**config.mk**
```make
export PLATFORM = sky130hd
export DESIGN_NAME = iaddr_seq
export DESIGN_NICKNAME = d
export VERILOG_FILES = /design/src/rtl/iaddr_pkg.sv /design/src/rtl/iaddr_access_chk.sv /design/src/rtl/iaddr_next_sel.sv /design/src/rtl/iaddr_seq.sv
export SDC_FILE = /design/constraint.sdc
export NUM_CORES = 1
export LEC_CHECK = 0
export CORE_MARGIN = 1
export CORE_UTILIZATION = 35
export CTS_BUF_LIST = sky130_fd_sc_hd__clkbuf_16
export CTS_CLUSTER_SIZE = 8
export DETAILED_ROUTE_END_ITERATION = 6
export PLACE_DENSITY_LB_ADDON = 0.15
export SLEW_MARGIN = 20
export SYNTH_ARGS = -nofsm -noshare
export SYNTH_HDL_FRONTEND = slang
export SYNTH_SLANG_ARGS = --single-unit
```
**constraint.sdc**
```tcl
create_clock -name clk_i -period 5.3 [get_ports clk_i]
set_clock_uncertainty 0.1 [all_clocks]
set_input_delay 0.795 -clock clk_i [delete_from_list [all_inputs] [get_ports clk_i]]
set_output_delay 0.795 -clock clk_i [all_outputs]
set_load 0.03 [all_outputs]
```
**src/rtl/iaddr_pkg.sv**
```systemverilog
package iaddr_pkg;
  localparam int unsigned ADDR_W = 17;

  typedef enum logic [1:0] {
    MODE_SLAVE  = 2'b00,
    MODE_MASTER = 2'b01,
    MODE_MPROT  = 2'b10,
    MODE_RSVD   = 2'b11
  } mode_e;

  typedef enum logic [1:0] {
    CAUSE_NONE  = 2'd0,
    CAUSE_FETCH = 2'd1,
    CAUSE_NAO   = 2'd2,
    CAUSE_REQ   = 2'd3
  } cause_e;
endpackage

```
**src/rtl/iaddr_access_chk.sv**
```systemverilog
module iaddr_access_chk
  import iaddr_pkg::*;
#(
  parameter bit NEED_READ = 1'b0
) (
  input  logic [1:0] mode_i,
  input  logic       exist_i,
  input  logic       exec_ok_i,
  input  logic       read_ok_i,
  output logic       fault_o
);
  logic prot;
  logic perm_bad;

  assign prot = (mode_i != MODE_MASTER);

  generate
    if (NEED_READ) begin : g_rd
      assign perm_bad = !exec_ok_i || !read_ok_i;
    end else begin : g_nrd
      assign perm_bad = !exec_ok_i;
    end
  endgenerate

  assign fault_o = !exist_i || (prot && perm_bad);

  // an existing location is never a fault in master mode
  always_comb begin
    if (exist_i && mode_i == MODE_MASTER)
      a_master_ok_r4: assert (!fault_o);
  end
endmodule

```
**src/rtl/iaddr_next_sel.sv**
```systemverilog
module iaddr_next_sel
  import iaddr_pkg::*;
#(
  parameter int unsigned AW        = ADDR_W,
  parameter logic [AW-1:0] FETCH_VEC = 'h40,
  parameter logic [AW-1:0] NAO_VEC   = 'h4D
) (
  input  logic [AW-1:0] addr_i,
  input  logic          fetch_req_i,
  input  logic          end_i,
  input  logic          fetch_fault_i,
  input  logic          tgt_fault_i,
  input  logic          br_taken_i,
  input  logic [AW-1:0] br_ea_i,
  input  logic          indirect_i,
  input  logic          ptr_ok_i,
  input  logic          trap_req_i,
  input  logic [AW-1:0] trap_vec_i,
  output logic [AW-1:0] next_addr_o,
  output logic          trap_o,
  output cause_e        cause_o,
  output logic [AW-1:0] ret_o
);
  logic ptr_fault;
  logic br_fault;
  logic end_act;

  assign end_act   = end_i && !fetch_req_i;
  assign ptr_fault = br_taken_i && indirect_i && !ptr_ok_i;
  assign br_fault  = br_taken_i && (ptr_fault || tgt_fault_i);

  always_comb begin
    next_addr_o = addr_i;
    trap_o      = 1'b0;
    cause_o     = CAUSE_NONE;
    ret_o       = addr_i;
    if (fetch_req_i) begin
      if (fetch_fault_i) begin
        next_addr_o = FETCH_VEC;
        trap_o      = 1'b1;
        cause_o     = CAUSE_FETCH;
      end else begin
        next_addr_o = addr_i + AW'(1);
      end
    end else if (end_act) begin
      ret_o = addr_i - AW'(1);
      if (trap_req_i) begin
        next_addr_o = trap_vec_i;
        trap_o      = 1'b1;
        cause_o     = CAUSE_REQ;
      end else if (br_fault) begin
        next_addr_o = NAO_VEC;
        trap_o      = 1'b1;
        cause_o     = CAUSE_NAO;
      end else if (br_taken_i) begin
        next_addr_o = br_ea_i;
      end
    end
  end

  // untaken branch never raises a nonallowed-operation trap
  always_comb begin
    if (!br_taken_i && !trap_req_i && end_act)
      a_untaken_quiet_r10: assert (!trap_o);
  end
endmodule

```
**src/rtl/iaddr_seq.sv**
```systemverilog
module iaddr_seq
  import iaddr_pkg::*;
#(
  parameter int unsigned AW        = ADDR_W,
  parameter logic [AW-1:0] FETCH_VEC = 'h40,
  parameter logic [AW-1:0] NAO_VEC   = 'h4D
) (
  input  logic          clk_i,
  input  logic          rst_ni,
  input  logic [1:0]    mode_i,
  input  logic          fetch_req_i,
  input  logic          end_i,
  input  logic          br_taken_i,
  input  logic [AW-1:0] br_ea_i,
  input  logic          indirect_i,
  input  logic          ptr_ok_i,
  input  logic          trap_req_i,
  input  logic [AW-1:0] trap_vec_i,
  input  logic          exist_i,
  input  logic          exec_ok_i,
  input  logic          read_ok_i,
  output logic [AW-1:0] chk_addr_o,
  output logic [AW-1:0] fetch_addr_o,
  output logic          trap_o,
  output logic [1:0]    trap_cause_o,
  output logic [AW-1:0] trap_ret_o
);
  logic [AW-1:0] addr_q, addr_d, ret_d, ret_q;
  logic          trap_d, trap_q;
  cause_e        cause_d, cause_q;
  logic          fetch_fault, tgt_fault;

  iaddr_access_chk #(.NEED_READ(1'b0)) i_fetch_chk (
    .mode_i   (mode_i),
    .exist_i  (exist_i),
    .exec_ok_i(exec_ok_i),
    .read_ok_i(read_ok_i),
    .fault_o  (fetch_fault)
  );

  iaddr_access_chk #(.NEED_READ(1'b1)) i_tgt_chk (
    .mode_i   (mode_i),
    .exist_i  (exist_i),
    .exec_ok_i(exec_ok_i),
    .read_ok_i(read_ok_i),
    .fault_o  (tgt_fault)
  );

  iaddr_next_sel #(.AW(AW), .FETCH_VEC(FETCH_VEC), .NAO_VEC(NAO_VEC)) i_next_sel (
    .addr_i       (addr_q),
    .fetch_req_i  (fetch_req_i),
    .end_i        (end_i),
    .fetch_fault_i(fetch_fault),
    .tgt_fault_i  (tgt_fault),
    .br_taken_i   (br_taken_i),
    .br_ea_i      (br_ea_i),
    .indirect_i   (indirect_i),
    .ptr_ok_i     (ptr_ok_i),
    .trap_req_i   (trap_req_i),
    .trap_vec_i   (trap_vec_i),
    .next_addr_o  (addr_d),
    .trap_o       (trap_d),
    .cause_o      (cause_d),
    .ret_o        (ret_d)
  );

  always_ff @(posedge clk_i or negedge rst_ni) begin
    if (!rst_ni) begin
      addr_q  <= '0;
      trap_q  <= 1'b0;
      cause_q <= CAUSE_NONE;
      ret_q   <= '0;
    end else begin
      addr_q  <= addr_d;
      trap_q  <= trap_d;
      cause_q <= cause_d;
      if (trap_d) ret_q <= ret_d;
    end
  end

  assign chk_addr_o   = (end_i && !fetch_req_i) ? br_ea_i : addr_q;
  assign fetch_addr_o = addr_q;
  assign trap_o       = trap_q;
  assign trap_cause_o = cause_q;
  assign trap_ret_o   = ret_q;

  p_inc_r2: assert property (@(posedge clk_i) disable iff (!rst_ni)
    fetch_req_i && !fetch_fault |=> fetch_addr_o == $past(fetch_addr_o) + AW'(1));

  p_fetch_vec_r3: assert property (@(posedge clk_i) disable iff (!rst_ni)
    fetch_req_i && fetch_fault |=> trap_o && fetch_addr_o == FETCH_VEC
      && trap_ret_o == $past(fetch_addr_o));

  p_hold_r5: assert property (@(posedge clk_i) disable iff (!rst_ni)
    end_i && !fetch_req_i && !br_taken_i && !trap_req_i |=> $stable(fetch_addr_o));

  p_rollback_r7: assert property (@(posedge clk_i) disable iff (!rst_ni)
    end_i && !fetch_req_i && trap_req_i |=> trap_o && trap_cause_o == CAUSE_REQ
      && trap_ret_o == $past(fetch_addr_o) - AW'(1));

  p_pulse_r13: assert property (@(posedge clk_i) disable iff (!rst_ni)
    !fetch_req_i && !end_i |=> !trap_o && trap_cause_o == CAUSE_NONE);
endmodule

```
==> Yosys cells after proc, flatten, opt, wreduce, memory -nomap -nowiden <==
Cells that the tools add are included.
{ "totals": {"ff_bits": 37, "wordCells": 44, "in_bits": 47, "out_inout_bits": 54} }
{ "classes": {"mux": 19, "eq_ne": 1, "reduce_logical": 18, "add_sub_neg": 2} }
{ "op_table": {"columns": ["cell", "count"], "rows": [
  ["$mux W17", 9],
  ["$add A17 B1 Y17 const B", 1],
  ["$sub A17 B1 Y17 const B", 1],
  ["$mux W2", 4],
  ["$logic_and A1 B1 Y1", 6],
  ["$mux W1", 6],
  ["$logic_not A1 Y1", 5],
  ["$logic_or A1 B1 Y1", 4],
  ["$reduce_bool A4 Y1", 1],
  ["$ne A2 B1 Y1 const B", 1],
  ["$reduce_and A2 Y1", 1],
  ["$reduce_bool A2 Y1", 1]
]} }

==> Longest topological paths before layout <==
{ "depth": {"depth_word": 10, "depth_mapped": 8, "ltp_nobuf": 7} }

==> Modules after synthesis <==
A second synthesis with hierarchy kept.
{ "hier_totals": {"cells_unflattened": 294, "hier_area_um2": 2842.7} }
{ "modules_own_cells": {"columns": ["mod", "n_inst", "area_per_inst_um2", "seq_area_each_um2", "cells_each"], "rows": [
  ["iaddr_next_sel", 1, 1403.8, 0.0, 213],
  ["iaddr_seq", 1, 1403.8, 925.9, 76],
  ["iaddr_access_chk at i_tgt_chk", 1, 23.8, 0.0, 3],
  ["iaddr_access_chk at i_fetch_chk", 1, 11.3, 0.0, 2]
]} }

==> Least setup slack after synthesis <==
Ideal clock, no wire load.
{ "synth_path": {"path_type": "input to output", "from": "in end_i", "to": "out chk_addr_o[0]", "arrival_ns": 1.941, "slack_ns": 2.464, "path_stages": 4, "n_path_buf": 2, "required_ns": 4.405, "path_cell_list": "nor2b_1 clkbuf_1 clkbuf_1 o21ai_0"} }
{ "synth_via": {"elab_chain_cells": 2} }
{ "synth_rtl": {"columns": ["item", "line", "source"], "rows": [
  ["from (decl)", "iaddr_seq.sv:12", "input logic end_i,"],
  ["$logic_and A1 B1 Y1", "iaddr_seq.sv:81", "assign chk_addr_o = (end_i && !fetch_req_i) ? br_ea_i : addr_q;"],
  ["$mux W17", "iaddr_seq.sv:81", null],
  ["to (decl)", "iaddr_seq.sv:22", "output logic [AW-1:0] chk_addr_o,"]
]} }
Every way passes these cells.

==> Final worst setup path <==
{ "layout_path": {"from": "in fetch_req_i", "to": "out chk_addr_o[9]"} }
{ "layout_via": {"elab_chain_cells": 3} }
{ "layout_rtl": {"columns": ["item", "line", "source"], "rows": [
  ["from (decl)", "iaddr_seq.sv:11", "input logic fetch_req_i,"],
  ["$logic_not A1 Y1", "iaddr_seq.sv:81", null],
  ["$logic_and A1 B1 Y1", "iaddr_seq.sv:81", null],
  ["$mux W17", "iaddr_seq.sv:81", null]
]} }
Every way passes these cells.

==> impl_metrics.ini <==
[status]
outcome = finished clean

[detailed_routing]
drt_wl_total_um = 8205
via_count = 2720
drt_first_iter_violations = 192
routed_vias_inst = 5.261
antenna_left = 0
wire_per_inst_um = 15.87
firstDrtPassIters = 4
detail_route.drc_violations = 0

[clocking]
clkTransAtPathRegs_ns = 0.05
post_cts.resized_instances = 0
cts_setup_buffers = 0
clock_path_buffers = 2
hold_buffers = 0
insertion_delay_ns = 0.28
cts_inserted_buffers = 5
clock-root-buffer = sky130_fd_sc_hd__clkbuf_16
tritoncts = built
cts_sinks = 37
htree_levels = 2

[yosys]
synth_edf_count = 0
synth-async-reset-ratio_pct = 100.0
synth_commonest_cells = 88 x sky130_fd_sc_hd__nand2_1, 37 x sky130_fd_sc_hd__dfrtp_1, 30 x sky130_fd_sc_hd__o21ai_0, 17 x sky130_fd_sc_hd__nor2_1, 14 x sky130_fd_sc_hd__clkbuf_1
most_instantiated_flip_flop_cell_in_the_synthesis_netlist = sky130_fd_sc_hd__dfrtp_1
netlist-cell-type-count = 51
synthCells = 331
synth-seq-area-share_pct = 35.70
synth.area.top_cells = sky130_fd_sc_hd__dfrtp_1 36%, sky130_fd_sc_hd__nand2_1 13%, sky130_fd_sc_hd__o21ai_0 5.8%
syn_area_mm2 = 0.002594
post-synth-top-area-cell = sky130_fd_sc_hd__dfrtp_1
synthesis.nets = 380
synth_seq_cells = 37
yosysWarnings = 0
synth.avg_cell_area_um2 = 7.836
yosysTopAreaCellShare_pct = 35.70
yosysMostFrequentCell = sky130_fd_sc_hd__nand2_1

[critical_path]
crit_type = primary input to output pin
maximum_fanout_encountered_on_the_critical_timing_path = 14
setup.worst_path.start_class = primary input
cp-end-kind = output pin
worst-endpoint-required_ns = 4.41
timing.critical_path.arrival_ns = 3.19
timing.reg2reg.setup_slack_ns = 3.12

[finish]
finish.net_count = 466
antenna_cells_inserted = 0
n_fill_cell = 725
area_growth_syn_to_layout_pct = 45.20
drive_above_1_share_pct = 6.220

[floorplanning]
std_cell_rows = 31
die-area_mm2 = 0.007759
core_area_mm2 = 0.007214
die_width_um = 88.09
num_io_pins = 101
initial_core_util_pct = 35.95
die_height_um = 88.09

[global_route]
grt_overflow_total = 0
initial_antenna_violation_count = 0
groute.usage.overall_pct = 22.76
grt_pass1_vias = 2615
grt_pass1_wl_um = 13570
grt_max_degree = 38

[power]
irDropWorstVdd_uv = 145.4
p_leak_nw = 1.493
power_density_mw_per_mm2 = 288.8

[place]
placement.setup.worst_slack_ns = 1.199
detailed_place_hpwl_um = 6072
port_buffers = 100
gpl.final_weighted_congestion = 0.8624

[sta]
timing.hold.ws_ns = 0.3727
maxSlewViolCount = 0
fin_setup_tns_ns = 0
grt_setup_unrepaired = false
period_needed_ns = 4.083
fin_crit_sh_pct = 77.04
finalHoldViolCount = 0
fmaxAchievable_mhz = 244.9
slew-limit-headroom_pct = 42.63
postLayoutSetupSlackWorst_ns = 1.217
setup_viol = 0
worst-slew-pin-transition_ns = 0.8606

[hold_path]
min-delay-path-class = flip-flop to flip-flop

[run]
max-cap-violations = 0
## registers in the layout, summed over array words and instances, names as in the netlist
register	cells
fetch_addr_o	17
trap_ret_o	17
trap_cause_o	2
trap_o	1
## through the flow
step	power, W	cells	utilization [%]	instance area [um^2]
finish	0.001088	517	52.20	3766
global placement	0.0008023	509	50.28	3627
global route	0.001147	517	52.20	3766
CTS	0.001092	517	52.20	3766
floorplan	0.0006188	331	-	2594
detailed placement	0.0008068	509	50.28	3627
## report_power, final
part           internal [W]  switching (W)
clock              0.000171       0.000116
sequential         0.000321      0.0000632
combinational      0.000181       0.000235
## kinds of logic (layout without fill, tap and decap cells)
| group | count (synthesis) | in the layout | synth area share, % |
|---|---|---|---|
| xor gates and xnor gates | 22 | 22 | 7.429 |
| and+or+nand+nor | 149 | 149 | 27.06 |
| AOI/OAI and AO/OA | 88 | 88 | 23.06 |
| DFF | 37 | 37 | 35.70 |
| adders and majority gates | 2 | 2 | 0.9646 |
| buffers and inverters | 33 | 120 | 5.789 |
## area by class of cell
type / instances / area [um^2] / area share (%)
multi-input combinational: 261 / 1518 / 40.30
inverter: 7 / 26.28 / 0.6977
sequential: 37 / 925.9 / 24.58
clock inverter: 3 / 13.76 / 0.3654
clock buffer: 5 / 125.1 / 3.322
timing repair buffer: 105 / 1033 / 27.44
tap: 99 / 123.9 / 3.289
## cells in the final DEF, fill, tap and decap left out, types with 2 or more instances in the layout
| master | n |
|---|---|
| sky130_fd_sc_hd__xnor2_1 | 9 |
| sky130_fd_sc_hd__o21ai_2 | 4 |
| sky130_fd_sc_hd__a22oi_1 | 3 |
| sky130_fd_sc_hd__buf_4 | 5 |
| sky130_fd_sc_hd__xor2_1 | 13 |
| sky130_fd_sc_hd__nand2_1 | 88 |
| sky130_fd_sc_hd__clkdlybuf4s50_1 | 99 |
| sky130_fd_sc_hd__o221ai_1 | 5 |
| sky130_fd_sc_hd__clkinv_2 | 2 |
| sky130_fd_sc_hd__and2_1 | 2 |
| sky130_fd_sc_hd__clkbuf_16 | 5 |
| sky130_fd_sc_hd__nand4_1 | 3 |
| sky130_fd_sc_hd__a221oi_1 | 11 |
| sky130_fd_sc_hd__nor2_1 | 17 |
| sky130_fd_sc_hd__o22ai_1 | 6 |
| sky130_fd_sc_hd__nor3_1 | 5 |
| sky130_fd_sc_hd__o21ai_0 | 30 |
| sky130_fd_sc_hd__nor4_1 | 5 |
| sky130_fd_sc_hd__a21oi_1 | 6 |
| sky130_fd_sc_hd__o211ai_1 | 5 |
| sky130_fd_sc_hd__o21ai_1 | 4 |
| sky130_fd_sc_hd__and3_1 | 2 |
| sky130_fd_sc_hd__ha_1 | 2 |
| sky130_fd_sc_hd__nor2b_1 | 5 |
| sky130_fd_sc_hd__o221a_2 | 2 |
| sky130_fd_sc_hd__nand3_1 | 10 |
| sky130_fd_sc_hd__inv_1 | 8 |
| sky130_fd_sc_hd__dfrtp_1 | 37 |
| sky130_fd_sc_hd__nand3b_1 | 2 |
## critical path, stage by stage
cell and delay [ns]:
sky130_fd_sc_hd__clkdlybuf4s50_1 0.42, sky130_fd_sc_hd__buf_4 0.20, sky130_fd_sc_hd__nor2b_1 0.66, sky130_fd_sc_hd__buf_4 0.32
sky130_fd_sc_hd__nand2_1 0.07, sky130_fd_sc_hd__nand2_1 0.05, sky130_fd_sc_hd__clkdlybuf4s50_1 0.67
## per-layer routing
metal	up-vias	track usage, %	part of all wire [%]	routed length [um]
met3	8	5.184	7.0	572
met1	1256	32.45	48	3926
met2	108	34.81	44	3627
li1	1348	-	-	-
met4	0	5.572	0.96	79
met5	-	0	0	0
## worst paths after layout
path                                       from                to  cells past startpoint
max in group asynchronous                rst_ni    trap_ret_o[10]                      1
worst min register to register   trap_ret_o[15]    trap_ret_o[15]                      2
worst min-delay path             trap_ret_o[15]    trap_ret_o[15]                      2
worst max-delay path                fetch_req_i     chk_addr_o[9]                      7
worst max register to register  fetch_addr_o[0]  fetch_addr_o[10]                      6
min in group asynchronous                rst_ni   fetch_addr_o[3]                      1
(Power assumes the default switching activity.)
